**src/rtl/regfile_pkg.sv**
```systemverilog
package regfile_pkg;

    // Default geometry of the register file
    localparam int unsigned DEF_NUM_REGS = 4;
    localparam int unsigned DEF_DATA_W   = 3;

    // Write-enable qualifier states
    typedef enum logic [0:0] {
        ST_ARMED = 1'b0,  // write-enable last sampled low: next high is a write
        ST_HELD  = 1'b1   // write-enable last sampled high, or reset just ended
    } we_state_t;

endpackage

```
**src/rtl/regfile_we_fsm.sv**
```systemverilog
module regfile_we_fsm
    import regfile_pkg::*;
(
    input  logic clk,
    input  logic rst,
    input  logic wr_en,
    output logic load_strobe
);

    we_state_t state_q;
    we_state_t state_d;

    // State register
    always_ff @(posedge clk) begin
        if (rst) begin
            state_q <= ST_HELD;
        end else begin
            state_q <= state_d;
        end
    end

    // Next-state logic
    always_comb begin
        state_d = state_q;
        unique case (state_q)
            ST_ARMED: if (wr_en)  state_d = ST_HELD;   // ARMED->HELD, write fires
            ST_HELD:  if (!wr_en) state_d = ST_ARMED;  // HELD->ARMED, re-arm
            default:  state_d = ST_HELD;
        endcase
    end

    // Output logic
    always_comb begin
        load_strobe = 1'b0;
        unique case (state_q)
            ST_ARMED: load_strobe = wr_en;
            ST_HELD:  load_strobe = 1'b0;
            default:  load_strobe = 1'b0;
        endcase
    end

endmodule

```
**src/rtl/regfile_decoder.sv**
```systemverilog
module regfile_decoder #(
    parameter int unsigned NUM_OUT = regfile_pkg::DEF_NUM_REGS,
    localparam int unsigned SEL_W  = (NUM_OUT > 1) ? $clog2(NUM_OUT) : 1
) (
    input  logic               enable,
    input  logic [SEL_W-1:0]   sel,
    output logic [NUM_OUT-1:0] lines
);

    for (genvar i = 0; i < NUM_OUT; i++) begin : g_line
        assign lines[i] = enable && (sel == SEL_W'(i));
    end

endmodule

```
**src/rtl/regfile_storage.sv**
```systemverilog
module regfile_storage #(
    parameter int unsigned NUM_REGS = regfile_pkg::DEF_NUM_REGS,
    parameter int unsigned DATA_W   = regfile_pkg::DEF_DATA_W
) (
    input  logic                             clk,
    input  logic                             rst,
    input  logic [NUM_REGS-1:0]              word_en,
    input  logic [DATA_W-1:0]                wr_data,
    output logic [NUM_REGS-1:0][DATA_W-1:0]  words
);

    for (genvar r = 0; r < NUM_REGS; r++) begin : g_word
        always_ff @(posedge clk) begin
            if (rst) begin
                words[r] <= '0;
            end else if (word_en[r]) begin
                words[r] <= wr_data;
            end
        end
    end

endmodule

```
**src/rtl/regfile_bit_mux.sv**
```systemverilog
module regfile_bit_mux #(
    parameter int unsigned NUM_IN = regfile_pkg::DEF_NUM_REGS,
    localparam int unsigned SEL_W = (NUM_IN > 1) ? $clog2(NUM_IN) : 1
) (
    input  logic [NUM_IN-1:0] column,
    input  logic [SEL_W-1:0]  sel,
    output logic              bit_out
);

    always_comb begin
        bit_out = 1'b0;
        for (int i = 0; i < NUM_IN; i++) begin
            if (sel == SEL_W'(i)) bit_out = column[i];
        end
    end

endmodule

```
**src/rtl/shared_sel_regfile.sv**
```systemverilog
module shared_sel_regfile #(
    parameter int unsigned NUM_REGS = regfile_pkg::DEF_NUM_REGS,
    parameter int unsigned DATA_W   = regfile_pkg::DEF_DATA_W,
    localparam int unsigned SEL_W   = (NUM_REGS > 1) ? $clog2(NUM_REGS) : 1
) (
    input  logic              clk,
    input  logic              rst,
    input  logic [SEL_W-1:0]  sel,
    input  logic              wr_en,
    input  logic [DATA_W-1:0] wr_data,
    output logic [DATA_W-1:0] rd_data
);

    logic                            load_strobe;
    logic [NUM_REGS-1:0]             word_en;
    logic [NUM_REGS-1:0][DATA_W-1:0] regs;

    // Edge qualifier on write-enable
    regfile_we_fsm u_we_fsm (
        .clk         (clk),
        .rst         (rst),
        .wr_en       (wr_en),
        .load_strobe (load_strobe)
    );

    // One load line per word
    regfile_decoder #(.NUM_OUT(NUM_REGS)) u_dec (
        .enable (load_strobe),
        .sel    (sel),
        .lines  (word_en)
    );

    regfile_storage #(.NUM_REGS(NUM_REGS), .DATA_W(DATA_W)) u_store (
        .clk     (clk),
        .rst     (rst),
        .word_en (word_en),
        .wr_data (wr_data),
        .words   (regs)
    );

    // One multiplexer per data bit, all sharing the select
    for (genvar b = 0; b < DATA_W; b++) begin : g_rbit
        logic [NUM_REGS-1:0] column;
        for (genvar r = 0; r < NUM_REGS; r++) begin : g_col
            assign column[r] = regs[r][b];
        end
        regfile_bit_mux #(.NUM_IN(NUM_REGS)) u_mux (
            .column  (column),
            .sel     (sel),
            .bit_out (rd_data[b])
        );
    end

endmodule

```
**config.mk**
```make
export PLATFORM = sky130hd
export DESIGN_NAME = shared_sel_regfile
export DESIGN_NICKNAME = d
export VERILOG_FILES = /design/src/rtl/regfile_pkg.sv /design/src/rtl/regfile_we_fsm.sv /design/src/rtl/regfile_decoder.sv /design/src/rtl/regfile_storage.sv /design/src/rtl/regfile_bit_mux.sv /design/src/rtl/shared_sel_regfile.sv
export SDC_FILE = /design/constraint.sdc
export NUM_CORES = 1
export LEC_CHECK = 0
export ABC_AREA = 0
export BUFFER_PORTS_ARGS = -buffer_cell sky130_fd_sc_hd__buf_2
export CAP_MARGIN = 20
export CORE_AREA = 5 5 42 44
export DETAILED_ROUTE_END_ITERATION = 10
export DIE_AREA = 0 0 47 49
export PLACE_DENSITY = 0.68
export SYNTH_ARGS = -nofsm -noshare
export SYNTH_HDL_FRONTEND = slang
export SYNTH_SLANG_ARGS = --single-unit
```
**constraint.sdc**
```tcl
create_clock -name clk -period 2.35 [get_ports clk]
set_input_delay 0.3525 -clock clk [delete_from_list [all_inputs] [get_ports clk]]
set_output_delay 0.3525 -clock clk [all_outputs]
set_load 0.005 [all_outputs]
```
# [Yosys cells after proc, flatten, opt, wreduce, memory -nomap -nowiden]
# Index checks and enable logic that the tools add are counted.
[classes] n_reduce_logical=5 bitwise=1 eq_ne=3 mux=14
[op_table] op="$mux 1" count=13
[op_table] op="$eq 2x2->1 const B" count=2
[op_table] op="$logic_and 1x1->1" count=4
[op_table] op="$eq 2x1->1 const B" count=1
[op_table] op="$logic_not 2->1" count=1
[op_table] op="$pmux 1 s2" count=1
[op_table] op="$not 1->1" count=1
[totals] elab_cells=28 register_bits=13 output_inout_bits=3 input_bits=8

# [Logic depth before layout (Yosys ltp)]
[depth] depth_word=5 depth_mapped=3 ltp_nobuf=2

# [By module]
# From an unflattened synthesis, not the netlist that was laid out.
[hier_totals] cells_unflattened=47 area_unflattened_um2=548.0
[modules_own_cells] module="regfile_storage" n_inst=1 cells_per_inst=37 seq_area_each_um2=240.2 area_each_um2=410.4
[modules_own_cells] module="regfile_bit_mux" n_inst=3 cells_per_inst=1 seq_area_each_um2=0.0 area_each_um2=22.5
[modules_own_cells] module="regfile_decoder" n_inst=1 cells_per_inst=4 seq_area_each_um2=0.0 area_each_um2=37.5
[modules_own_cells] module="regfile_we_fsm" n_inst=1 cells_per_inst=3 seq_area_each_um2=20.0 area_each_um2=32.5

# [Worst setup path before layout]
# OpenSTA, ideal clock, no wires.
[synth_path] kind="in2out" from="in sel[1]" to="out rd_data[0]" stages=3 t_arrival_ns=1.131 required_time_ns=1.997 setup_slack_ns=0.866 n_path_buf=2 path_cell_list="buf_6 mux4_1 buf_4"
[synth_via] elab_chain_len=5 word_cells_on_any_way=8 classes_between="eq/ne (3); mux (4); reduce/logical (1)"
[synth_rtl] element="start, declared" line_no="shared_sel_regfile.sv:8" text="input logic [SEL_W-1:0] sel,"
[synth_rtl] element="$logic_not 2->1" line_no="regfile_bit_mux.sv:13" text="if (sel == SEL_W'(i)) bit_out = column[i];"
[synth_rtl] element="$mux 1 (3 in a row)" line_no="regfile_bit_mux.sv:13"
[synth_rtl] element="$mux 1 *" line_no="regfile_bit_mux.sv:13"
[synth_rtl] element="end, declared" line_no="shared_sel_regfile.sv:11" text="output logic [DATA_W-1:0] rd_data"
# Mark *: on every way between the ends. The rest lies on a longest branch, timed or not.

# [Worst setup path after layout]
# Ends and elaborated chain as after synthesis.

==> results.sh <==
export IMPL_routedWlPerCell_um=13.38
export IMPL_fin_tns_setup_ns=0
export IMPL_cts_buffer_depth=2
export IMPL_yosysWarnings=0
export IMPL_layout_nets=71
export IMPL_synth_top_area_share_pct=39.92
export IMPL_drc=0
export IMPL_internal_power_w=0.0003073
export IMPL_via_per_inst=5.282
export IMPL_vias=412
export IMPL_synthTopCellsByArea="dfxtp_1 40%, mux2i_1 18%, nand2b_1 14%"
export IMPL_io_buffers=10
export IMPL_track_usage_pct=11.14
export IMPL_syn_to_final_growth_pct=9.021
export IMPL_worst_pin_slew_ns=0.3627
export IMPL_synth_cells=53
export IMPL_report_final_slew_viol_count=0
export IMPL_r2r_slack_ns=1.30
export IMPL_hp_start="wr_en"
export IMPL_setup_viol=0
export IMPL_syn_nets=61
export IMPL_crit_end="rd_data[0]"
export IMPL_syn_cell_area_um2=651.9
export IMPL_cts_tree="yes"
export IMPL_crit_arrival_ns=1.25
export IMPL_drt_pre_antenna_iters=3
export IMPL_period_minus_slack_ns=1.607
export IMPL_drt_iter0_drc=3
export IMPL_antennaDiodeCount=0
export IMPL_antenna_found_initial=0
export IMPL_routed_wl_um=1044
export IMPL_net_switching_power_w=0.00008989
export IMPL_clkTransAtPathRegs_ns=0.07
export IMPL_die_area_mm2=0.002303
export IMPL_yosys_cell_types_count=11
export IMPL_grt_max_degree=17
export IMPL_drtAntennaViolNets=0
export IMPL_fp_dieH_um=49
export IMPL_clock_fmax_ghz=0.6224
export IMPL_cts_resized=0
export IMPL_final_hold_violation_count=0
export IMPL_min_period_over_period_pct=68.37
export IMPL_leakage_nw=0.3373
export IMPL_cts_buffers=3
export IMPL_grt_overflow=0
export IMPL_grt_pass1_wl_um=1766
export IMPL_yosysTopAreaCell="dfxtp_1"
export IMPL_initial_core_util_pct=46.52
export IMPL_die_w_um=47
export IMPL_ys_seq_elements=13
export IMPL_relSlewSlack_pct=75.72
export IMPL_required_ns=2.00
export IMPL_post_cts_setup_buffer_count=0
export IMPL_rr_worst_depth=2
export IMPL_swShare_pct=22.63
export IMPL_crit_fanout=7
export IMPL_grt_pass1_vias=408
export IMPL_rows=14
export IMPL_skew_ns=0.003269
export IMPL_status="completed"
export IMPL_h_tree_depth=1
export IMPL_max_cap_violations=0
export IMPL_placed_cells=74
export IMPL_core_mm2=0.001401
export IMPL_gp_congestion=0.6871
export IMPL_reg2reg_to="u_store.words[0]"
export IMPL_worstReg2RegStart="u_we_fsm.state_q"
export IMPL_cp_end_kind="primary output"
export IMPL_seq_area_frac_synth_pct=39.92
export IMPL_p_comb_share_pct=8.3
export IMPL_clock_power_share_pct=34.9
export IMPL_num_io_pins=11
export IMPL_fillCellCount=138
export IMPL_cts_sinks=13
export IMPL_drive_above_1_share_pct=24.19
export IMPL_clock_latency_ns=0.28
export IMPL_hold_path_class="input port to flop"
export IMPL_peakVddDrop_mv=0.3144
export IMPL_cts_root_buf="clkbuf_4"
export IMPL_critical_path_class="input port to primary output"
export IMPL_postCtsHoldBufs=0
export IMPL_p_per_area_mw_per_mm2=558.9
export IMPL_crit_path_start_kind="input port"
export IMPL_avgSynthCellArea_um2=12.30
export IMPL_pwr_share_seq_pct=56.9
export IMPL_stdcell_count=78
export IMPL_rsz0062_at_grt="false"
export IMPL_critPathLaunch="sel[1]"
-- cell usage after synthesis --
library cell	instances
nor4b_4	1
or2_2	1
mux4_1	3
mux2i_1	12
dfxtp_1	13
clkbuf_1	1
buf_6	1
buf_4	3
nand4b_1	1
nand2b_1	15
nand4bb_1	2
-- state kept, by name, indices dropped and copies added (netlist names) --
signal            flops
u_store.words        12
u_we_fsm.state_q      1
-- worst max-delay path: stages --
cell and delay, ns:
buf_2 0.19, mux4_1 0.57, buf_2 0.14
-- final cells by class --
type / instances / area (um^2) / share of cell area [%]
Multi-Input combinational cell: 35 / 354.1 / 49.82
Sequential cell: 13 / 260.3 / 36.62
Timing Repair Buffer: 10 / 50.05 / 7.042
Clock buffer: 4 / 26.28 / 3.697
Tap cell: 16 / 20.02 / 2.817
-- worst min-delay path by stage --
| stage | slack [ns] | end | cells after the start |
|---|---|---|---|
| after floorplan | 0.44 | u_store.words[0] | 2 |
| after global placement | 0.46 | u_store.words[1] | 2 |
| after detailed placement | 0.46 | u_store.words[1] | 2 |
| after CTS | 0.33 | u_we_fsm.state_q | 2 |
| after global routing | 0.35 | u_we_fsm.state_q | 2 |
| final | 0.33 | u_we_fsm.state_q | 2 |
-- per-stage QoR --
step / util [%] / hold slack, ns / area, um^2 / setup WS, ns / total power (W)
2_1_floorplan: - / 0.4443 / 651.9 / 0.8664 / 0.0002542
3_3_place_gp: 48.84 / 0.4596 / 684.4 / 0.7403 / 0.0002643
3_5_place_dp: 48.84 / 0.4630 / 684.4 / 0.7372 / 0.0002643
4_1_cts: 50.71 / 0.3277 / 710.7 / 0.7368 / 0.0004009
5_1_grt: 50.71 / 0.3471 / 710.7 / 0.7034 / 0.0004140
6_report: 50.71 / 0.3321 / 710.7 / 0.7434 / 0.0003972
-- power by group through the flow --
stage / combinational, W / clock (W) / sequential [W]
final: 0.0000328 / 0.000139 / 0.000226
after floorplan: 0.0000235 / 0 / 0.000231
after global routing: 0.0000359 / 0.000152 / 0.000226
after detailed placement: 0.0000332 / 0 / 0.000231
after CTS: 0.0000333 / 0.000142 / 0.000226
after global placement: 0.0000332 / 0 / 0.000231
-- cell families (layout without fill, tap and decap cells) --
| group | count (synthesis) | after routing | share of synthesized area [%] |
|---|---|---|---|
| flops | 13 | 13 | 39.92 |
| simple gates | 20 | 20 | 23.80 |
| buf+inv | 5 | 14 | 5.757 |
| mux | 15 | 15 | 30.52 |
-- placed cells by master (no fill, tap or decap) --
| cell type | n |
|---|---|
| nand2b_1 | 15 |
| dfxtp_1 | 13 |
| mux2i_1 | 12 |
| buf_2 | 10 |
| mux4_1 | 3 |
| clkbuf_4 | 3 |
| nand4bb_1 | 2 |
| nor4b_4 | 1 |
| nand4b_1 | 1 |
| or2_2 | 1 |
| clkbuf_1 | 1 |
-- per-layer routing --
layer	wire, um	global-route usage [%]
met1	472	13.74
met2	460	15.61
met3	66	2.214
met4	44	9.677
met5	0	0
Note: power is estimated with default switching activity, not from simulation.
